<file path="src/rtl/fsup_pkg.sv">
package fsup_pkg;

  // Sources of a diagnostic flag, all sampled state
  typedef struct packed {
    logic warn;
    logic shut;
    logic cp_uv;
    logic pwr_bad;
    logic motor;
  } fault_src_t;

  // Release point of a hysteresis tier, clamped at zero
  function automatic int unsigned release_pt(input int unsigned trip, input int unsigned hyst);
    return (trip > hyst) ? (trip - hyst) : 0;
  endfunction

  // Next state of a tier: set at >= trip, hold while above the release point
  function automatic logic hyst_next(input logic active, input int unsigned t,
                                     input int unsigned trip, input int unsigned hyst);
    if (active) return (t > release_pt(trip, hyst));
    return (t >= trip);
  endfunction

endpackage

</file>
<file path="src/rtl/sup_hyst_cmp.sv">
module sup_hyst_cmp #(
  parameter int unsigned TEMP_W = 8,
  parameter int unsigned TRIP   = 160,
  parameter int unsigned HYST   = 15
) (
  input  logic              clk,
  input  logic              rst_n,
  input  logic [TEMP_W-1:0] temp,
  output logic              active
);
  import fsup_pkg::*;

  logic [31:0] temp_ext;
  assign temp_ext = 32'(temp);

  always_ff @(posedge clk or negedge rst_n) begin
    if (!rst_n) active <= 1'b0;
    else        active <= hyst_next(active, temp_ext, TRIP, HYST);
  end
endmodule

</file>
<file path="src/rtl/sup_uv_qual.sv">
module sup_uv_qual #(
  parameter int unsigned QUAL_CYCLES = 4
) (
  input  logic clk,
  input  logic rst_n,
  input  logic supply_low,
  output logic supply_ok
);
  localparam int unsigned CW = (QUAL_CYCLES > 1) ? $clog2(QUAL_CYCLES) : 1;
  localparam logic [CW-1:0] LAST = CW'(QUAL_CYCLES - 1);

  logic [CW-1:0] run_cnt;

  always_ff @(posedge clk or negedge rst_n) begin
    if (!rst_n) begin
      run_cnt   <= '0;
      supply_ok <= 1'b0;
    end else if (supply_low) begin
      run_cnt   <= '0;
      supply_ok <= 1'b0;
    end else if (!supply_ok) begin
      if (run_cnt == LAST) supply_ok <= 1'b1;
      else                 run_cnt   <= run_cnt + 1'b1;
    end
  end
endmodule

</file>
<file path="src/rtl/sup_flag_merge.sv">
module sup_flag_merge (
  input  fsup_pkg::fault_src_t src,
  input  logic                 asleep,
  output logic                 off_req,
  output logic                 flag_n
);
  always_comb begin
    // Only shutdown-class causes gate the bridge
    off_req = src.shut | src.cp_uv | src.pwr_bad;
    // The flag reports every cause but is released in sleep
    if (asleep) flag_n = 1'b1;
    else        flag_n = ~(src.warn | src.shut | src.cp_uv | src.pwr_bad | src.motor);
  end
endmodule

</file>
<file path="src/rtl/fault_supervisor.sv">
module fault_supervisor #(
  parameter int unsigned TEMP_W      = 8,
  parameter int unsigned WARN_TRIP   = 160,
  parameter int unsigned SHUT_TRIP   = 175,
  parameter int unsigned HYST        = 15,
  parameter int unsigned QUAL_CYCLES = 4
) (
  input  logic              clk,
  input  logic              rst_n,
  input  logic              sleep_req,
  input  logic [TEMP_W-1:0] temp_code,
  input  logic              vsup_low,
  input  logic              vcp_low,
  input  logic              motor_fault,
  output logic              bridge_off,
  output logic              fault_n
);
  import fsup_pkg::*;

  localparam int unsigned NTIER = 2;

  // Named internal events, visible to the checker
  logic [NTIER-1:0] tier_hot;
  logic warn_st, shut_st, pwr_ok, cp_uv_st, motor_st, sleep_st;
  fault_src_t src;

  genvar gi;
  generate
    for (gi = 0; gi < NTIER; gi++) begin : g_tier
      sup_hyst_cmp #(
        .TEMP_W(TEMP_W),
        .TRIP  ((gi == 0) ? WARN_TRIP : SHUT_TRIP),
        .HYST  (HYST)
      ) u_cmp (
        .clk   (clk),
        .rst_n (rst_n),
        .temp  (temp_code),
        .active(tier_hot[gi])
      );
    end
  endgenerate

  assign warn_st = tier_hot[0];
  assign shut_st = tier_hot[1];

  sup_uv_qual #(.QUAL_CYCLES(QUAL_CYCLES)) u_qual (
    .clk       (clk),
    .rst_n     (rst_n),
    .supply_low(vsup_low),
    .supply_ok (pwr_ok)
  );

  // One sampling stage for the single-bit inputs
  always_ff @(posedge clk or negedge rst_n) begin
    if (!rst_n) begin
      cp_uv_st <= 1'b1;
      motor_st <= 1'b0;
      sleep_st <= 1'b0;
    end else begin
      cp_uv_st <= vcp_low;
      motor_st <= motor_fault;
      sleep_st <= sleep_req;
    end
  end

  always_comb begin
    src.warn    = warn_st;
    src.shut    = shut_st;
    src.cp_uv   = cp_uv_st;
    src.pwr_bad = ~pwr_ok;
    src.motor   = motor_st;
  end

  sup_flag_merge u_merge (
    .src    (src),
    .asleep (sleep_st),
    .off_req(bridge_off),
    .flag_n (fault_n)
  );
endmodule

</file>
<file path="config.mk">
export PLATFORM = sky130hd
export DESIGN_NAME = fault_supervisor
export DESIGN_NICKNAME = d
export VERILOG_FILES = /design/src/rtl/fsup_pkg.sv /design/src/rtl/sup_hyst_cmp.sv /design/src/rtl/sup_uv_qual.sv /design/src/rtl/sup_flag_merge.sv /design/src/rtl/fault_supervisor.sv
export SDC_FILE = /design/constraint.sdc
export NUM_CORES = 1
export LEC_CHECK = 0
export ABC_AREA = 0
export CORE_AREA = 2 2 39 41
export DETAILED_ROUTE_END_ITERATION = 8
export DIE_AREA = 0 0 41 43
export HOLD_SLACK_MARGIN = 0.05
export PLACE_DENSITY = 0.51
export SYNTH_ARGS = -nofsm -noshare
export SYNTH_HDL_FRONTEND = slang
export SYNTH_SLANG_ARGS = --single-unit
export TNS_END_PERCENT = 1
</file>
<file path="constraint.sdc">
create_clock -name clk -period 1.14 [get_ports clk]
set_input_delay 0.171 -clock clk [delete_from_list [all_inputs] [get_ports clk]]
set_output_delay 0.171 -clock clk [all_outputs]
set_load 0.02 [all_outputs]
</file>
==> results of run 1 <==
synth_stat cells:
library cell / n
o41ai_1: 1
a21oi_1: 2
dfstp_2: 1
o31ai_2: 1
nor2_1: 4
nand2_1: 1
o21ai_0: 2
inv_1: 1
ha_1: 1
o311a_1: 1
a41o_2: 1
nand4b_1: 1
dfrtp_1: 7
xnor2_1: 1
or3b_1: 1
o31a_1: 1
cell type report:
cell class	instances	area share, %
flip-flops and latches	8	34.40
multi-input cells	18	26.07
inverters	1	0.6410
repair buffers	19	30.98
well taps	16	3.419
clock buffers	4	4.487
worst paths after layout:
| check | startpoint | to | slack [ns] | depth (start not counted) |
|---|---|---|---|---|
| setup / recovery | g_tier[1].u_cmp.active | fault_n | -0.38 | 3 |
| hold / removal | rst_n | u_qual.supply_ok | 0.18 | 1 |
| setup reg to reg | u_qual.run_cnt[0] | u_qual.run_cnt[0] | 0.09 | 4 |
| hold reg to reg | u_qual.run_cnt[1] | u_qual.run_cnt[1] | 0.58 | 2 |
| max in group asynchronous | rst_n | cp_uv_st | 0.65 | 1 |
| min in group clk | vcp_low | cp_uv_st | 0.32 | 1 |
flip-flops by register name, indices dropped and copies added, names as in the netlist:
register and flops:
cp_uv_st 1, g_tier.u_cmp.active 2, motor_st 1, sleep_st 1, u_qual.run_cnt 2, u_qual.supply_ok 1
worst max-delay path, cell delays in order (launching register included):
cell and delay [ns]:
dfrtp_1 0.38, or3b_4 0.40, o31ai_4 0.18, buf_6 0.14
repair_timing:
action,4_1_cts,5_1_grt
pin swaps,2,1
gates resized for setup,8,3
setup endpoints to repair,2,5
metal layers:
layer  up-vias  track usage (%)  share of wire (%)
met4         0            10.00                3.6
met3         5            6.283                5.2
met1       154            9.333                 33
met2         8            20.00                 58
met5         -                0                  0
li1        147                -                  -
logic make-up after synthesis:
group / share of synthesized area [%]
buffers and inverters: 1.123
AOI/OAI and AO/OA: 21.35
DFF: 60.30
and+or+nand+nor: 10.86
xor gates and xnor gates: 2.622
adders and majority gates: 3.745
metrics by stage:
step	hold slack (ns)	instance area, µm²	instances
2_1_floorplan	-0.1246	345.3	27
3_3_place_gp	0.4621	545.5	62
3_5_place_dp	0.4626	545.5	62
4_1_cts	0.1851	573.1	66
5_1_grt	0.1996	585.6	66
6_report	0.1792	585.6	66
report_power, final:
group / switching [mW] / internal, mW
clock network: 0.103 / 0.134
registers: 0.0336 / 0.330
logic: 0.0924 / 0.131
total: 0.228 / 0.596
==> results.json, run 1 <==
{
  "path_max_fanout": 2,
  "antenna_found_initial": 0,
  "place_ws_ns": -0.6317,
  "cts_setup_buffers": 0,
  "syn_nets": 42,
  "cp-start-kind": "flip-flop",
  "dr.pass1.iters": 1,
  "pin_count": 16,
  "wirelength_um": 806,
  "powerDensity_mw_per_mm2": 1408,
  "core_area_mm2": 0.001384,
  "critical_path_class": "reg -> out",
  "cts_htree_levels": 1,
  "wl_per_cell_um": 12.21,
  "synthDistinctLibCells": 16,
  "hold_violations": 0,
  "rows": 14,
  "yosysTopAreaCell": "dfrtp_1",
  "layout.nets": 66,
  "area_growth_pct": 75.28,
  "worstMarginPinSlew_ns": 0.3516,
  "clkTransAtPathRegs_ns": 0.06,
  "synth_cells": 27,
  "route.antenna.remaining_nets": 0,
  "min_period_ns": 1.521,
  "cts_sinks": 8,
  "ys_seq_elements": 8,
  "fillers": 137,
  "max_cap_violations": 0,
  "fin_skew_ns": 0.0001483,
  "grt_max_degree": 9,
  "diodes": 0,
  "grt_usage_pct": 12.08,
  "cp-end-kind": "primary output",
  "cts_root_buf": "clkbuf_4",
  "clockBufferDepth": 2,
  "tns_ns": -0.7297,
  "hold_path.class": "in -> async",
  "cts_tree": "yes",
  "globalplace.congestion": 0.6223,
  "fin_ws_ns": -0.3807,
  "grt_pass1_vias": 322,
  "postCtsHoldBufs": 0,
  "synth.top_cell.area_share_pct": 52.43,
  "ir_drop_v": 0.0006497,
  "cts-buffers-inserted": 3,
  "via_per_inst": 4.758,
  "drt_iter0_markers": 0,
  "die_width_um": 41,
  "multi_input_area_um2": 152.6,
  "grt_pass1_wl_um": 1276,
  "worstSkewPairLatency_ns": 0.26,
  "fin_crit_sh_pct": 133.4,
  "overflow": 0,
  "crit_arrival_ns": 1.35,
  "syn_area_per_cell_um2": 12.37,
  "fin_util_pct": 42.31,
  "yosys_warnings": 0,
  "portBuffers": 15,
  "clock.fmax_mhz": 657.6,
  "dieHeight_um": 43,
  "relSlewSlack_pct": 76.49,
  "mostFrequentLayoutCells": "13 x clkdlybuf4s50_1, 7 x dfrtp_1, 4 x buf_4",
  "syn_area_um2": 334.1,
  "cellLeakagePower_nw": 0.2485,
  "die-area_mm2": 0.001763,
  "mostFrequentLayoutCell": "clkdlybuf4s50_1",
  "violations": "negative setup slack",
  "vias": 314,
  "drc": 0,
  "seq_area_frac_synth_pct": 60.30,
  "drive_above_1_share_pct": 30.00,
  "finalPower_mw": 0.8245,
  "rsz0062_at_grt": "true",
  "yosys-top-cells-area": "dfrtp_1 52%, dfstp_2 7.9%, nor2_1 4.5%, ha_1 3.7%, o31ai_2 3.7%",
  "critPathRequiredTime_ns": 0.97,
  "initial_utilization_pct": 24.14,
  "finalSetupViolations": 2,
  "outcome": "complete, but fails checks",
  "regArea_um2": 201.4,
  "slew_violations": 0
}
Note: power is estimated with default switching activity, not from simulation.
==> run 2: changes to the inputs <==
- SETUP_SLACK_MARGIN: not set -> 0.02
==> run 2 against run 1 <==
Effect of this change: the flow still finishes with violations (negative setup slack); sequential power barely moved; non-clock buffer count did not move; fmax did not move; setup slack did not move; critical path depth did not move; via count did not move; first-iteration DRC count did not move; sequential cell count did not move; final cell count did not move; die area did not move; total power did not move; sequential share of layout area did not move.
==> results.json, run 2 (synthesis gave the netlist of run 1 again) <==
{
  "outcome": "complete, but fails checks",
  "violations": "negative setup slack",
  "switching_power_mw": 0.2285,
  "critPathRequiredTime_ns": 0.97,
  "max_cap_violations": 0,
  "wirelength_um": 806,
  "relSlewSlack_pct": 76.49,
  "overflow": 0,
  "reg_top3": "g_tier.u_cmp.active x2, u_qual.run_cnt x2",
  "slew_violations": 0,
  "cts_setup_buffers": 0,
  "multi_input_area_um2": 152.6,
  "cts-buffers-inserted": 3,
  "r2r_cells": 4,
  "area_growth_pct": 75.28,
  "finalSetupViolations": 2,
  "portBuffers": 15,
  "cts_root_buf": "clkbuf_4",
  "drc": 0,
  "clkPwrFrac_pct": 28.7,
  "grt_max_degree": 9,
  "postPlaceCellArea_um2": 545.5,
  "fin_crit_sh_pct": 133.4,
  "clockBufferDepth": 2,
  "switching_share_pct": 27.71,
  "hold_path.class": "in -> async",
  "cts_htree_levels": 1,
  "path_max_fanout": 2,
  "clkTransAtPathRegs_ns": 0.06,
  "cellLeakagePower_nw": 0.2485,
  "intPower_mw": 0.5960,
  "fin_skew_ns": 0.0001483,
  "initial_utilization_pct": 24.14,
  "core_area_mm2": 0.001384,
  "cp-end-kind": "primary output",
  "grt_usage_pct": 12.18,
  "diodes": 0,
  "rsz0062_at_grt": "true",
  "worstSkewPairLatency_ns": 0.26,
  "antenna_found_initial": 0,
  "cp-start-kind": "flip-flop",
  "grt_pass1_vias": 324,
  "place_inst": 62,
  "via_per_inst": 4.758,
  "drive_above_1_share_pct": 30.00,
  "rows": 14,
  "mostFrequentLayoutCells": "13 x clkdlybuf4s50_1, 7 x dfrtp_1, 4 x buf_4",
  "cts_sinks": 8,
  "dieHeight_um": 43,
  "design_area_um2": 585.6,
  "wl_per_cell_um": 12.21,
  "globalplace.congestion": 0.6223,
  "critical_path_class": "reg -> out",
  "grt_pass1_wl_um": 1290,
  "fillers": 137,
  "route.antenna.remaining_nets": 0,
  "pin_count": 16,
  "worstMarginPinSlew_ns": 0.3516,
  "crit_arrival_ns": 1.35,
  "ir_drop_v": 0.0006497,
  "fin_util_pct": 42.31,
  "powerDensity_mw_per_mm2": 1408,
  "p_seq_share_pct": 44.1,
  "fin_ws_ns": -0.3807,
  "cts_tree": "yes",
  "die-area_mm2": 0.001763,
  "clock.fmax_mhz": 657.6,
  "combinationalPowerShare_pct": 27.1,
  "final_cells": 66,
  "regArea_um2": 201.4,
  "hold_violations": 0,
  "min_period_ns": 1.521,
  "mostFrequentLayoutCell": "clkdlybuf4s50_1",
  "vias": 314,
  "dr.pass1.iters": 1,
  "finalPower_mw": 0.8245,
  "die_width_um": 41,
  "layout.nets": 66,
  "drt_iter0_markers": 0
}
[run 2: cell counts in the layout (fill, tap and decap cells not counted)]
Identical to the previous run, type by type.
[run 2: final timing paths]
kind                                         from                end  slack, ns
min                                         rst_n   u_qual.supply_ok       0.18
min in group clk                          vcp_low           cp_uv_st       0.32
max                        g_tier[1].u_cmp.active            fault_n      -0.38
min reg2reg                     u_qual.run_cnt[1]  u_qual.run_cnt[1]       0.58
max in group asynchronous                   rst_n           cp_uv_st       0.65
max reg2reg                     u_qual.run_cnt[0]  u_qual.run_cnt[0]       0.09
[run 2: cell type report]
cell class,count,area share [%]
Inverter,1,0.6410
Timing Repair Buffer,19,30.98
Multi-Input combinational cell,18,26.07
Clock buffer,4,4.487
Tap cell,16,3.419
Sequential cell,8,34.40
[run 2: metal layers]
metal	global-route usage (%)	vias up	part of all wire (%)
met5	0	-	0
met2	20.00	8	58
met3	6.283	5	5.2
met4	10.00	0	3.6
met1	9.667	154	33
li1	-	147	-
[run 2: through the flow]
step	setup slack (ns)	hold slack [ns]	TNS (ns)
CTS	-0.4201	0.1851	-0.8074
global route	-0.4692	0.1996	-0.8875
finish	-0.3807	0.1792	-0.7297
global placement	-0.6039	0.4621	-1.207
detailed placement	-0.6317	0.4626	-1.308
floorplan	-0.1603	-0.1246	-0.1603
[run 2: what timing repair did]
action | in CTS | in global routing
pin swaps | 2 | 1
gates resized for setup | 9 | 2
hold buffers | 0 | 0
endpoints found under the setup margin | 3 | 5
[run 2: worst max-delay path, cell delays in order, from the launching register on]
cell and delay [ns]:
dfrtp_1 0.38, or3b_4 0.40, o31ai_4 0.18, buf_6 0.14
[run 2: power by group through the flow]
stage,Combinational (mW),Sequential (mW),Clock [mW]
4_1_cts,0.222,0.362,0.245
3_5_place_dp,0.216,0.367,0
6_report,0.224,0.364,0.237
2_1_floorplan,0.109,0.358,0
3_3_place_gp,0.200,0.361,0
5_1_grt,0.262,0.370,0.262
==> run 3: changes to the inputs <==
- CTS_CLUSTER_DIAMETER: not set -> 200
- GPL_ROUTABILITY_DRIVEN: not set -> 0
==> results of run 3 <==
Same layout as run 2: the final DEF is identical, and so are final timing and power.
